**src/rtl/gfx_regs_pkg.sv**
```systemverilog
package gfx_regs_pkg;

    typedef enum logic [2:0] {
        REG_CTRL = 3'd0,
        REG_MASK = 3'd1,
        REG_STAT = 3'd2,
        REG_SPRA = 3'd3,
        REG_SPRD = 3'd4,
        REG_SCRL = 3'd5,
        REG_VADR = 3'd6,
        REG_VDAT = 3'd7
    } reg_sel_e;

    typedef struct packed {
        logic     wr;
        logic     rd;
        reg_sel_e sel;
    } bus_req_t;

    typedef struct packed {
        logic vblank;
        logic spr0_hit;
        logic spr_ovf;
    } stat_flags_t;

    localparam int CTRL_NMI_BIT = 7;
    localparam int CTRL_INC_BIT = 2;

    function automatic logic [7:0] stat_byte(stat_flags_t f);
        return {f.vblank, f.spr0_hit, f.spr_ovf, 5'b0};
    endfunction

    function automatic logic hits(bus_req_t r, logic is_wr, reg_sel_e s);
        return (is_wr ? r.wr : r.rd) && (r.sel == s);
    endfunction

endpackage

```
**src/rtl/gfx_bus_decode.sv**
```systemverilog
module gfx_bus_decode
    import gfx_regs_pkg::*;
#(
    parameter int                ADDR_W   = 16,
    parameter logic [ADDR_W-1:0] WIN_LO   = 16'h2000,
    parameter logic [ADDR_W-1:0] WIN_HI   = 16'h3FFF,
    parameter logic [ADDR_W-1:0] DMA_ADDR = 16'h4014
) (
    input  logic [ADDR_W-1:0] addr,
    input  logic              wr,
    input  logic              rd,
    output bus_req_t          req,
    output logic              dma_wr
);
    localparam int SEL_W = 3;

    logic in_win;

    always_comb begin
        in_win  = (addr >= WIN_LO) && (addr <= WIN_HI);
        req.wr  = wr && in_win;
        req.rd  = rd && !wr && in_win;
        req.sel = reg_sel_e'(addr[SEL_W-1:0]);
        dma_wr  = wr && (addr == DMA_ADDR);
    end
endmodule

```
**src/rtl/gfx_status_unit.sv**
```systemverilog
module gfx_status_unit
    import gfx_regs_pkg::*;
(
    input  logic        clk,
    input  logic        rst,
    input  logic        stat_rd,
    input  logic        vbl_start,
    input  logic        vbl_end,
    input  logic        hit_set,
    input  logic        ovf_set,
    input  logic        nmi_en,
    output stat_flags_t flags,
    output logic        nmi
);
    always_ff @(posedge clk) begin
        if (rst) begin
            flags <= '0;
        end else begin
            if (vbl_start)                flags.vblank <= 1'b1;
            else if (vbl_end || stat_rd)  flags.vblank <= 1'b0;
            if (hit_set)                  flags.spr0_hit <= 1'b1;
            else if (vbl_end)             flags.spr0_hit <= 1'b0;
            if (ovf_set)                  flags.spr_ovf <= 1'b1;
            else if (vbl_end)             flags.spr_ovf <= 1'b0;
        end
    end

    assign nmi = flags.vblank && nmi_en;

    p_vbl_set_r5: assert property (@(posedge clk) disable iff (rst)
        vbl_start |=> flags.vblank);
    p_rd_clear_r4: assert property (@(posedge clk) disable iff (rst)
        (stat_rd && !vbl_start) |=> !flags.vblank);
    p_end_clear_r5: assert property (@(posedge clk) disable iff (rst)
        (vbl_end && !hit_set && !ovf_set) |=> (!flags.spr0_hit && !flags.spr_ovf));
    p_nmi_off_r6: assert property (@(posedge clk) disable iff (rst)
        (vbl_end && !vbl_start) |=> !nmi);
endmodule

```
**src/rtl/gfx_addr_unit.sv**
```systemverilog
module gfx_addr_unit
    import gfx_regs_pkg::*;
#(
    parameter int VADDR_W = 14,
    parameter int STRIDE  = 32
) (
    input  logic               clk,
    input  logic               rst,
    input  bus_req_t           req,
    input  logic [7:0]         wdata,
    input  logic               inc_row,
    output logic [7:0]         scroll_x,
    output logic [7:0]         scroll_y,
    output logic [VADDR_W-1:0] vram_addr,
    output logic [7:0]         spr_addr
);
    localparam int HI_W = VADDR_W - 8;

    logic               second;
    logic [VADDR_W-1:0] step;
    logic               pair_wr;
    logic               data_acc;

    always_comb begin
        step     = inc_row ? VADDR_W'(STRIDE) : VADDR_W'(1);
        pair_wr  = hits(req, 1'b1, REG_SCRL) || hits(req, 1'b1, REG_VADR);
        data_acc = hits(req, 1'b1, REG_VDAT) || hits(req, 1'b0, REG_VDAT);
    end

    always_ff @(posedge clk) begin
        if (rst) begin
            second    <= 1'b0;
            scroll_x  <= '0;
            scroll_y  <= '0;
            vram_addr <= '0;
            spr_addr  <= '0;
        end else begin
            if (hits(req, 1'b0, REG_STAT)) second <= 1'b0;
            else if (pair_wr)              second <= !second;

            if (hits(req, 1'b1, REG_SCRL)) begin
                if (second) scroll_y <= wdata;
                else        scroll_x <= wdata;
            end

            if (hits(req, 1'b1, REG_VADR)) begin
                if (second) vram_addr <= {vram_addr[VADDR_W-1:8], wdata};
                else        vram_addr <= {wdata[HI_W-1:0], vram_addr[7:0]};
            end else if (data_acc) begin
                vram_addr <= vram_addr + step;
            end

            if (hits(req, 1'b1, REG_SPRA))      spr_addr <= wdata;
            else if (hits(req, 1'b1, REG_SPRD)) spr_addr <= spr_addr + 8'd1;
        end
    end

    p_toggle_home_r4: assert property (@(posedge clk) disable iff (rst)
        hits(req, 1'b0, REG_STAT) |=> !second);
    p_toggle_flip_r7: assert property (@(posedge clk) disable iff (rst)
        pair_wr |=> (second != $past(second)));
    p_vram_step_r9: assert property (@(posedge clk) disable iff (rst)
        data_acc |=> (vram_addr == $past(vram_addr) + $past(step)));
    p_spr_step_r10: assert property (@(posedge clk) disable iff (rst)
        hits(req, 1'b1, REG_SPRD) |=> (spr_addr == $past(spr_addr) + 8'd1));
endmodule

```
**src/rtl/gfx_cpu_regs.sv**
```systemverilog
module gfx_cpu_regs
    import gfx_regs_pkg::*;
#(
    parameter int ADDR_W  = 16,
    parameter int VADDR_W = 14,
    parameter int STRIDE  = 32
) (
    input  logic               clk,
    input  logic               rst,
    input  logic [ADDR_W-1:0]  cpu_addr,
    input  logic               cpu_wr,
    input  logic               cpu_rd,
    input  logic [7:0]         cpu_wdata,
    output logic [7:0]         cpu_rdata,
    input  logic               vblank_start,
    input  logic               vblank_end,
    input  logic               spr0_hit_set,
    input  logic               spr_ovf_set,
    input  logic [7:0]         vram_rdata,
    input  logic [7:0]         spr_rdata,
    output logic [7:0]         ctrl_q,
    output logic [7:0]         mask_q,
    output logic [7:0]         scroll_x,
    output logic [7:0]         scroll_y,
    output logic [VADDR_W-1:0] vram_addr,
    output logic               vram_wr,
    output logic               vram_rd,
    output logic [7:0]         vram_wdata,
    output logic [7:0]         spr_addr,
    output logic               spr_wr,
    output logic [7:0]         spr_wdata,
    output logic               dma_start,
    output logic [7:0]         dma_page,
    output logic               nmi
);
    bus_req_t    req;
    logic        dma_wr;
    stat_flags_t flags;

    gfx_bus_decode #(.ADDR_W(ADDR_W)) u_dec (
        .addr (cpu_addr),
        .wr   (cpu_wr),
        .rd   (cpu_rd),
        .req  (req),
        .dma_wr (dma_wr)
    );

    gfx_status_unit u_stat (
        .clk       (clk),
        .rst       (rst),
        .stat_rd   (hits(req, 1'b0, REG_STAT)),
        .vbl_start (vblank_start),
        .vbl_end   (vblank_end),
        .hit_set   (spr0_hit_set),
        .ovf_set   (spr_ovf_set),
        .nmi_en    (ctrl_q[CTRL_NMI_BIT]),
        .flags     (flags),
        .nmi       (nmi)
    );

    gfx_addr_unit #(.VADDR_W(VADDR_W), .STRIDE(STRIDE)) u_addr (
        .clk       (clk),
        .rst       (rst),
        .req       (req),
        .wdata     (cpu_wdata),
        .inc_row   (ctrl_q[CTRL_INC_BIT]),
        .scroll_x  (scroll_x),
        .scroll_y  (scroll_y),
        .vram_addr (vram_addr),
        .spr_addr  (spr_addr)
    );

    always_ff @(posedge clk) begin
        if (rst) begin
            ctrl_q    <= '0;
            mask_q    <= '0;
            dma_start <= 1'b0;
            dma_page  <= '0;
        end else begin
            if (hits(req, 1'b1, REG_CTRL)) ctrl_q <= cpu_wdata;
            if (hits(req, 1'b1, REG_MASK)) mask_q <= cpu_wdata;
            dma_start <= dma_wr;
            if (dma_wr) dma_page <= cpu_wdata;
        end
    end

    always_comb begin
        cpu_rdata = '0;
        if (req.rd) begin
            case (req.sel)
                REG_STAT: cpu_rdata = stat_byte(flags);
                REG_SPRD: cpu_rdata = spr_rdata;
                REG_VDAT: cpu_rdata = vram_rdata;
                default:  cpu_rdata = '0;
            endcase
        end
        vram_wr    = hits(req, 1'b1, REG_VDAT);
        vram_rd    = hits(req, 1'b0, REG_VDAT);
        spr_wr     = hits(req, 1'b1, REG_SPRD);
        vram_wdata = cpu_wdata;
        spr_wdata  = cpu_wdata;
    end

    p_one_strobe_r1: assert property (@(posedge clk) disable iff (rst)
        $onehot0({vram_wr, vram_rd, spr_wr}));
    p_outside_quiet_r1: assert property (@(posedge clk) disable iff (rst)
        (cpu_wr && cpu_addr < ADDR_W'(16'h2000)) |=> ($stable(ctrl_q) && $stable(mask_q)));
    p_ctrl_load_r2: assert property (@(posedge clk) disable iff (rst)
        hits(req, 1'b1, REG_CTRL) |=> (ctrl_q == $past(cpu_wdata)));
    p_dma_page_r11: assert property (@(posedge clk) disable iff (rst)
        dma_start |-> (dma_page == $past(cpu_wdata)));
endmodule

```
**config.mk**
```make
export PLATFORM = sky130hd
export DESIGN_NAME = gfx_cpu_regs
export DESIGN_NICKNAME = d
export VERILOG_FILES = /design/src/rtl/gfx_regs_pkg.sv /design/src/rtl/gfx_bus_decode.sv /design/src/rtl/gfx_status_unit.sv /design/src/rtl/gfx_addr_unit.sv /design/src/rtl/gfx_cpu_regs.sv
export SDC_FILE = /design/constraint.sdc
export NUM_CORES = 1
export LEC_CHECK = 0
export BUFFER_PORTS_ARGS = -buffer_cell sky130_fd_sc_hd__buf_4
export CELL_PAD_IN_SITES_DETAIL_PLACEMENT = 1
export CELL_PAD_IN_SITES_GLOBAL_PLACEMENT = 1
export CORE_MARGIN = 1
export CORE_UTILIZATION = 32
export CTS_CLUSTER_DIAMETER = 30
export CTS_CLUSTER_SIZE = 10
export DETAILED_ROUTE_END_ITERATION = 8
export GPL_TIMING_DRIVEN = 0
export PLACE_DENSITY = 0.81
export SLEW_MARGIN = 15
export SYNTH_ARGS = -nofsm -noshare
export SYNTH_HDL_FRONTEND = slang
export SYNTH_SLANG_ARGS = --single-unit
```
**constraint.sdc**
```tcl
create_clock -name clk -period 1.9 [get_ports clk]
set_clock_uncertainty 0.15 [all_clocks]
set_input_delay 0.475 -clock clk [delete_from_list [all_inputs] [get_ports clk]]
set_output_delay 0.475 -clock clk [all_outputs]
set_load 0.02 [all_outputs]
```
; ---- After elaboration in Yosys (flattened, before gate mapping)
; Cells that the tools add are included.
[totals]
wordCells = 72
regBits = 67
[classes]
n_lt_le_gt_ge = 2
n_eq_ne = 10
n_addsub = 2
n_mux = 13
n_reduce_logical = 31
bitwise = 1
[ops]
columns = cell, count
row1 = $mux 14, 3
row2 = $mux 8, 3
row3 = $pmux 8 s3, 1
row4 = $eq 16x15->1 const B, 1
row5 = $ge 16x14->1 const B, 1
row6 = $le 16x14->1 const B, 1
row7 = $logic_and 1x1->1, 15
row8 = $add 14x14->14, 1
row9 = $eq 3x3->1 const B, 4
row10 = $reduce_bool 2->1, 5
row11 = $add 8x1->8 const B, 1
row12 = $reduce_and 2->1, 4
row13 = $eq 3x2->1 const B, 2
row14 = $mux 6, 1
row15 = $mux 1, 5
row16 = $eq 3x1->1 const B, 1
row17 = $logic_not 3->1, 1
row18 = $logic_or 1x1->1, 3
row19 = $logic_not 1->1, 2
row20 = $ne 2x1->1 const B, 1
row21 = $ne 2x2->1 const B, 1
row22 = $reduce_or 2->1, 1
row23 = $not 1->1, 1

; ---- Logic depth before layout (Yosys ltp)
[depth]
depth_word = 7
ltp_mapped = 7
depth_no_buf = 7

; ---- By module
; A second synthesis with hierarchy kept.
[hier_totals]
cells_unflattened = 408
hier_area_um2 = 3563.4
[by_module_without_submodules]
columns = mod, cells_each, n_inst, area_per_inst_um2, seq_area_each_um2
row1 = gfx_addr_unit, 236, 1, 2065.7, 780.7
row2 = gfx_cpu_regs, 146, 1, 1268.7, 500.5
row3 = gfx_bus_decode, 13, 1, 115.1, 0.0
row4 = gfx_status_unit, 13, 1, 113.9, 60.1

; ---- Least setup slack after synthesis
; Ideal clock, no wire load.
[synth_path]
path_type = input to output
startpoint = input port cpu_addr[1]
endpoint = output port cpu_rdata[5]
stages = 5
arrival_time_ns = 1.512
t_required_ns = 1.275
path_slack_ns = -0.237
path_buffers = 1
path_cell_list = buf_2 -> nor2b_1 -> nor2b_1 -> a22oi_1 -> nor2_1
[synth_via]
elab_chain_cells = 4
word_cells_on_any_way = 9
cone_classes = order compare (2) / eq/ne (3) / mux (2) / reduce/logical (2)
[synth_rtl]
columns = item, line
row1 = start: declaration, gfx_cpu_regs.sv:10  ; input logic [ADDR_W-1:0] cpu_addr,
row2 = $ge 16x14->1 / $le 16x14->1 (equally long branches), gfx_bus_decode.sv:20  ; in_win = (addr >= WIN_LO) && (addr <= WIN_HI);
row3 = $logic_and 1x1->1, gfx_bus_decode.sv:20
row4 = $logic_and 1x1->1, gfx_bus_decode.sv:22  ; req.rd = rd && !wr && in_win;
row5 = $mux 8 (*), gfx_cpu_regs.sv:89  ; if (req.rd) begin
row6 = end: declaration, gfx_cpu_regs.sv:14  ; output logic [7:0] cpu_rdata,
; Every way passes the cells marked *; elsewhere a longest branch is shown, timed or not.

; ---- Final worst setup path
[layout_path]
startpoint = input port cpu_addr[1]
endpoint = output port cpu_rdata[6]
; The elaborated chain is that of the path after synthesis.

==> results_dict.tcl <==
set metrics [dict create \
    status "finished with violations" \
    violations "negative setup slack" \
    firstDrtPassIters 4 \
    total_leakage_power_nw 2.317 \
    finalHoldViolCount 0 \
    crit_arrival_ns 1.47 \
    clk_latency_ns 0.36 \
    fp.dieW_um 107.7 \
    drt_wl_total_um 14170 \
    clk_pin_slew_ns 0.09 \
    n_antenna_cell 0 \
    min_period_ns 2.090 \
    power_w 0.003140 \
    ant_nets 0 \
    hold_start "vblank_start" \
    synth_top_area_share_pct 37.52 \
    netlist_instances 421 \
    grt_pass1_wl_um 21190 \
    r2r_start "ctrl_q[2]$_SDFFE_PP0P_" \
    viasPerCell 5.476 \
    ys_top_cells_by_area "dfxtp_1 38%, mux2i_1 8.7%, nor2_1 5.3%" \
    portBuffers 131 \
    clock_sinks 67 \
    synth_area_um2 3575 \
    synthArstFlopShare_pct 0 \
    reg2reg_depth 5 \
    place_area_um2 4810 \
    synthFlopType "dfxtp_1" \
    syn_area_per_cell_um2 8.491 \
    synth_area_leader_cell "dfxtp_1" \
    end_kind "primary output" \
    fillers 1271 \
    worst_slack_ns -0.1900 \
    place.gp.congestion 0.8334 \
    grt-ovfl-total 0 \
    seqPwrFrac_pct 45.2 \
    antenna_found_initial 0 \
    rr_endpoint "u_addr.vram_addr[11]$_SDFFE_PP0P_" \
    holdBufCountCts 0 \
    fin_nets 636 \
    cts_buffers 9 \
    track_usage_pct 23.96 \
    clock-root-buffer "clkbuf_8" \
    drt-wirelength-per-cell_um 19.43 \
    setup_viol 11 \
    tightestPinTransition_ns 0.6630 \
    yosys_warnings 0 \
    crit_path_max_incr_delay_ns 0.22 \
    slew_headroom_pct 55.80 \
    rows 38 \
    fin_hold_ws_ns 0.1741 \
    grt_pass1_vias 4021 \
    netlist-cell-type-count 62 \
    die_y_um 107.7 \
    internal_power_w 0.002247 \
    core_um2 10840 \
    worst-r2r-setup-slack_ns 0.02 \
    htree_levels 3 \
    initial_core_util_pct 32.98 \
    p_clk_share_pct 40.9 \
    crit_family "compound AO/OA/AOI/OAI gates" \
    cts_tree "yes" \
    crit_chain "buf_12, buf_8, and2_4, a22o_1, a22oi_2, nor2_2, buf_6" \
    period_share_pct 110.0 \
    max-clock-path-buffers 2 \
    power_switching_w 0.0008937 \
    cp.buffers_inverters 3 \
    crit_end "cpu_rdata[6]" \
    hpwl_um 9592 \
    synth_edf_count 0 \
    fmax_mhz 478.5 \
    cp.depth 7 \
    criticalPathCategory "in -> out" \
    grt_max_degree 15 \
    min_path_type "in -> reg" \
    syn_nets 473 \
    slew_viol_final 0 \
    layout-drive-gt1-share_pct 43.46 \
    critPathMaxFanout 5 \
    powerDensity_nw_per_um2 572.1 \
    die_area_um2 11600 \
    ys_seq_area_share_pct 37.52 \
    crit_path_start "cpu_addr[1]" \
    switching_share_pct 28.46 \
    drv_cap 0 \
    ys_ff_latch 67 \
    grt_setup_unrepaired "true" \
    vias 3992 \
    area_growth_syn_to_layout_pct 53.55 \
    ir_drop_mv 0.2724 \
    fin_area_um2 5489 \
    crit_slowest_cell "a22o_1" \
    cp-start-kind "input pin" \
    worst_ep_required_time_ns 1.27 \
    ios 139 \
    combPwrFrac_pct 13.9 \
    route.detailed.drc 0 \
    drt_iter0_drc 154 \
]
timing repair:
action                                  4_1_cts  5_1_grt
resized for setup                            56       18
setup buffers                                14       12
endpoints found under the setup margin       27       52
pin swaps                                    14       18
cell usage in the layout (no fill, tap or decap), types with 8 or more instances in the layout:
| master | netlist | final |
|---|---|---|
| nor2_1 | 50 | 39 |
| clkbuf_8 | 0 | 9 |
| o21ai_1 | 14 | 14 |
| buf_6 | 0 | 14 |
| clkbuf_1 | 16 | 12 |
| nand2_1 | 23 | 22 |
| nor2_2 | 0 | 8 |
| dfxtp_1 | 67 | 63 |
| nand3_1 | 20 | 19 |
| buf_4 | 20 | 161 |
| a21oi_1 | 26 | 24 |
| mux2i_1 | 31 | 31 |
| inv_1 | 9 | 8 |
area by class of cell:
type | count | area [um^2] | area share (%)
clock buffer | 9 | 123.9 | 2.257
tap | 140 | 175.2 | 3.191
multi-input combinational | 295 | 2161 | 39.37
clock inverter | 7 | 83.83 | 1.527
buffer | 45 | 294.0 | 5.357
timing repair buffer | 157 | 1269 | 23.11
inverter | 9 | 33.78 | 0.6155
sequential | 67 | 1349 | 24.57
per-stage QoR:
stage / worst slack (ns) / std cells / setup TNS (ns) / utilization (%)
global placement: -0.3902 / 692 / -15.43 / 44.37
global route: -0.2412 / 729 / -1.994 / 50.63
finish: -0.1900 / 729 / -1.543 / 50.63
detailed placement: -0.4172 / 692 / -18.90 / 44.37
CTS: -0.2202 / 719 / -1.375 / 49.17
floorplan: -0.06447 / 421 / -0.1674 / -
flip-flops by register name, indices dropped and copies added, names as in the netlist:
| signal | cells |
|---|---|
| u_addr.scroll_y | 8 |
| u_stat.flags | 3 |
| u_addr.scroll_x | 8 |
| u_addr.vram_addr | 14 |
| u_addr.second | 1 |
| u_addr.spr_addr | 8 |
| mask_q | 8 |
| ctrl_q | 8 |
| dma_start | 1 |
| dma_page | 8 |
power groups by stage:
stage	sequential (W)	clock [W]	combinational, W
2_1_floorplan	0.00146	0	0.000192
3_3_place_gp	0.00145	0	0.000359
3_5_place_dp	0.00145	0	0.000369
4_1_cts	0.00142	0.00131	0.000409
5_1_grt	0.00142	0.00136	0.000464
6_report	0.00142	0.00128	0.000437
synthesized netlist by cell type, types with 7 or more instances:
library cell,number
mux2i_1,31
a22oi_1,12
clkbuf_1,16
and2_1,8
nand3_1,20
buf_4,20
inv_1,9
a21oi_1,26
o21ai_1,14
buf_2,12
nor3_1,7
nor2_1,50
dfxtp_1,67
nand2_1,23
routing by layer:
metal | global-route usage (%) | share of wire (%)
met1 | 27.89 | 40
met2 | 42.45 | 52
met3 | 4.600 | 4.8
met4 | 10.27 | 3.3
met5 | 0 | 0
cells by family (layout without fill, tap and decap cells):
kind of cell | after synthesis | in the layout | share of synthesized area [%]
AOI/OAI and AO/OA | 100 | 100 | 18.76
muxes | 31 | 31 | 8.681
DFF | 67 | 67 | 37.52
adders and majority gates | 4 | 4 | 1.400
buffers and inverters | 59 | 227 | 8.750
xor gates and xnor gates | 2 | 2 | 0.4901
and+or+nand+nor | 158 | 158 | 24.40
how the worst min path moves through the flow:
stage                     cells past startpoint                              end  slack [ns]
after global routing                          2     u_stat.flags[2]$_SDFFE_PP0P_        0.18
after detailed placement                      2  u_addr.scroll_x[4]$_SDFFE_PP0P_        0.32
after CTS                                     2     u_stat.flags[2]$_SDFFE_PP0P_        0.17
after floorplan                               2     u_stat.flags[0]$_SDFFE_PP0P_        0.30
after global placement                        2  u_addr.scroll_y[4]$_SDFFE_PP0P_        0.31
final                                         2     u_stat.flags[2]$_SDFFE_PP0P_        0.17
Note: power is estimated with default switching activity, not from simulation.
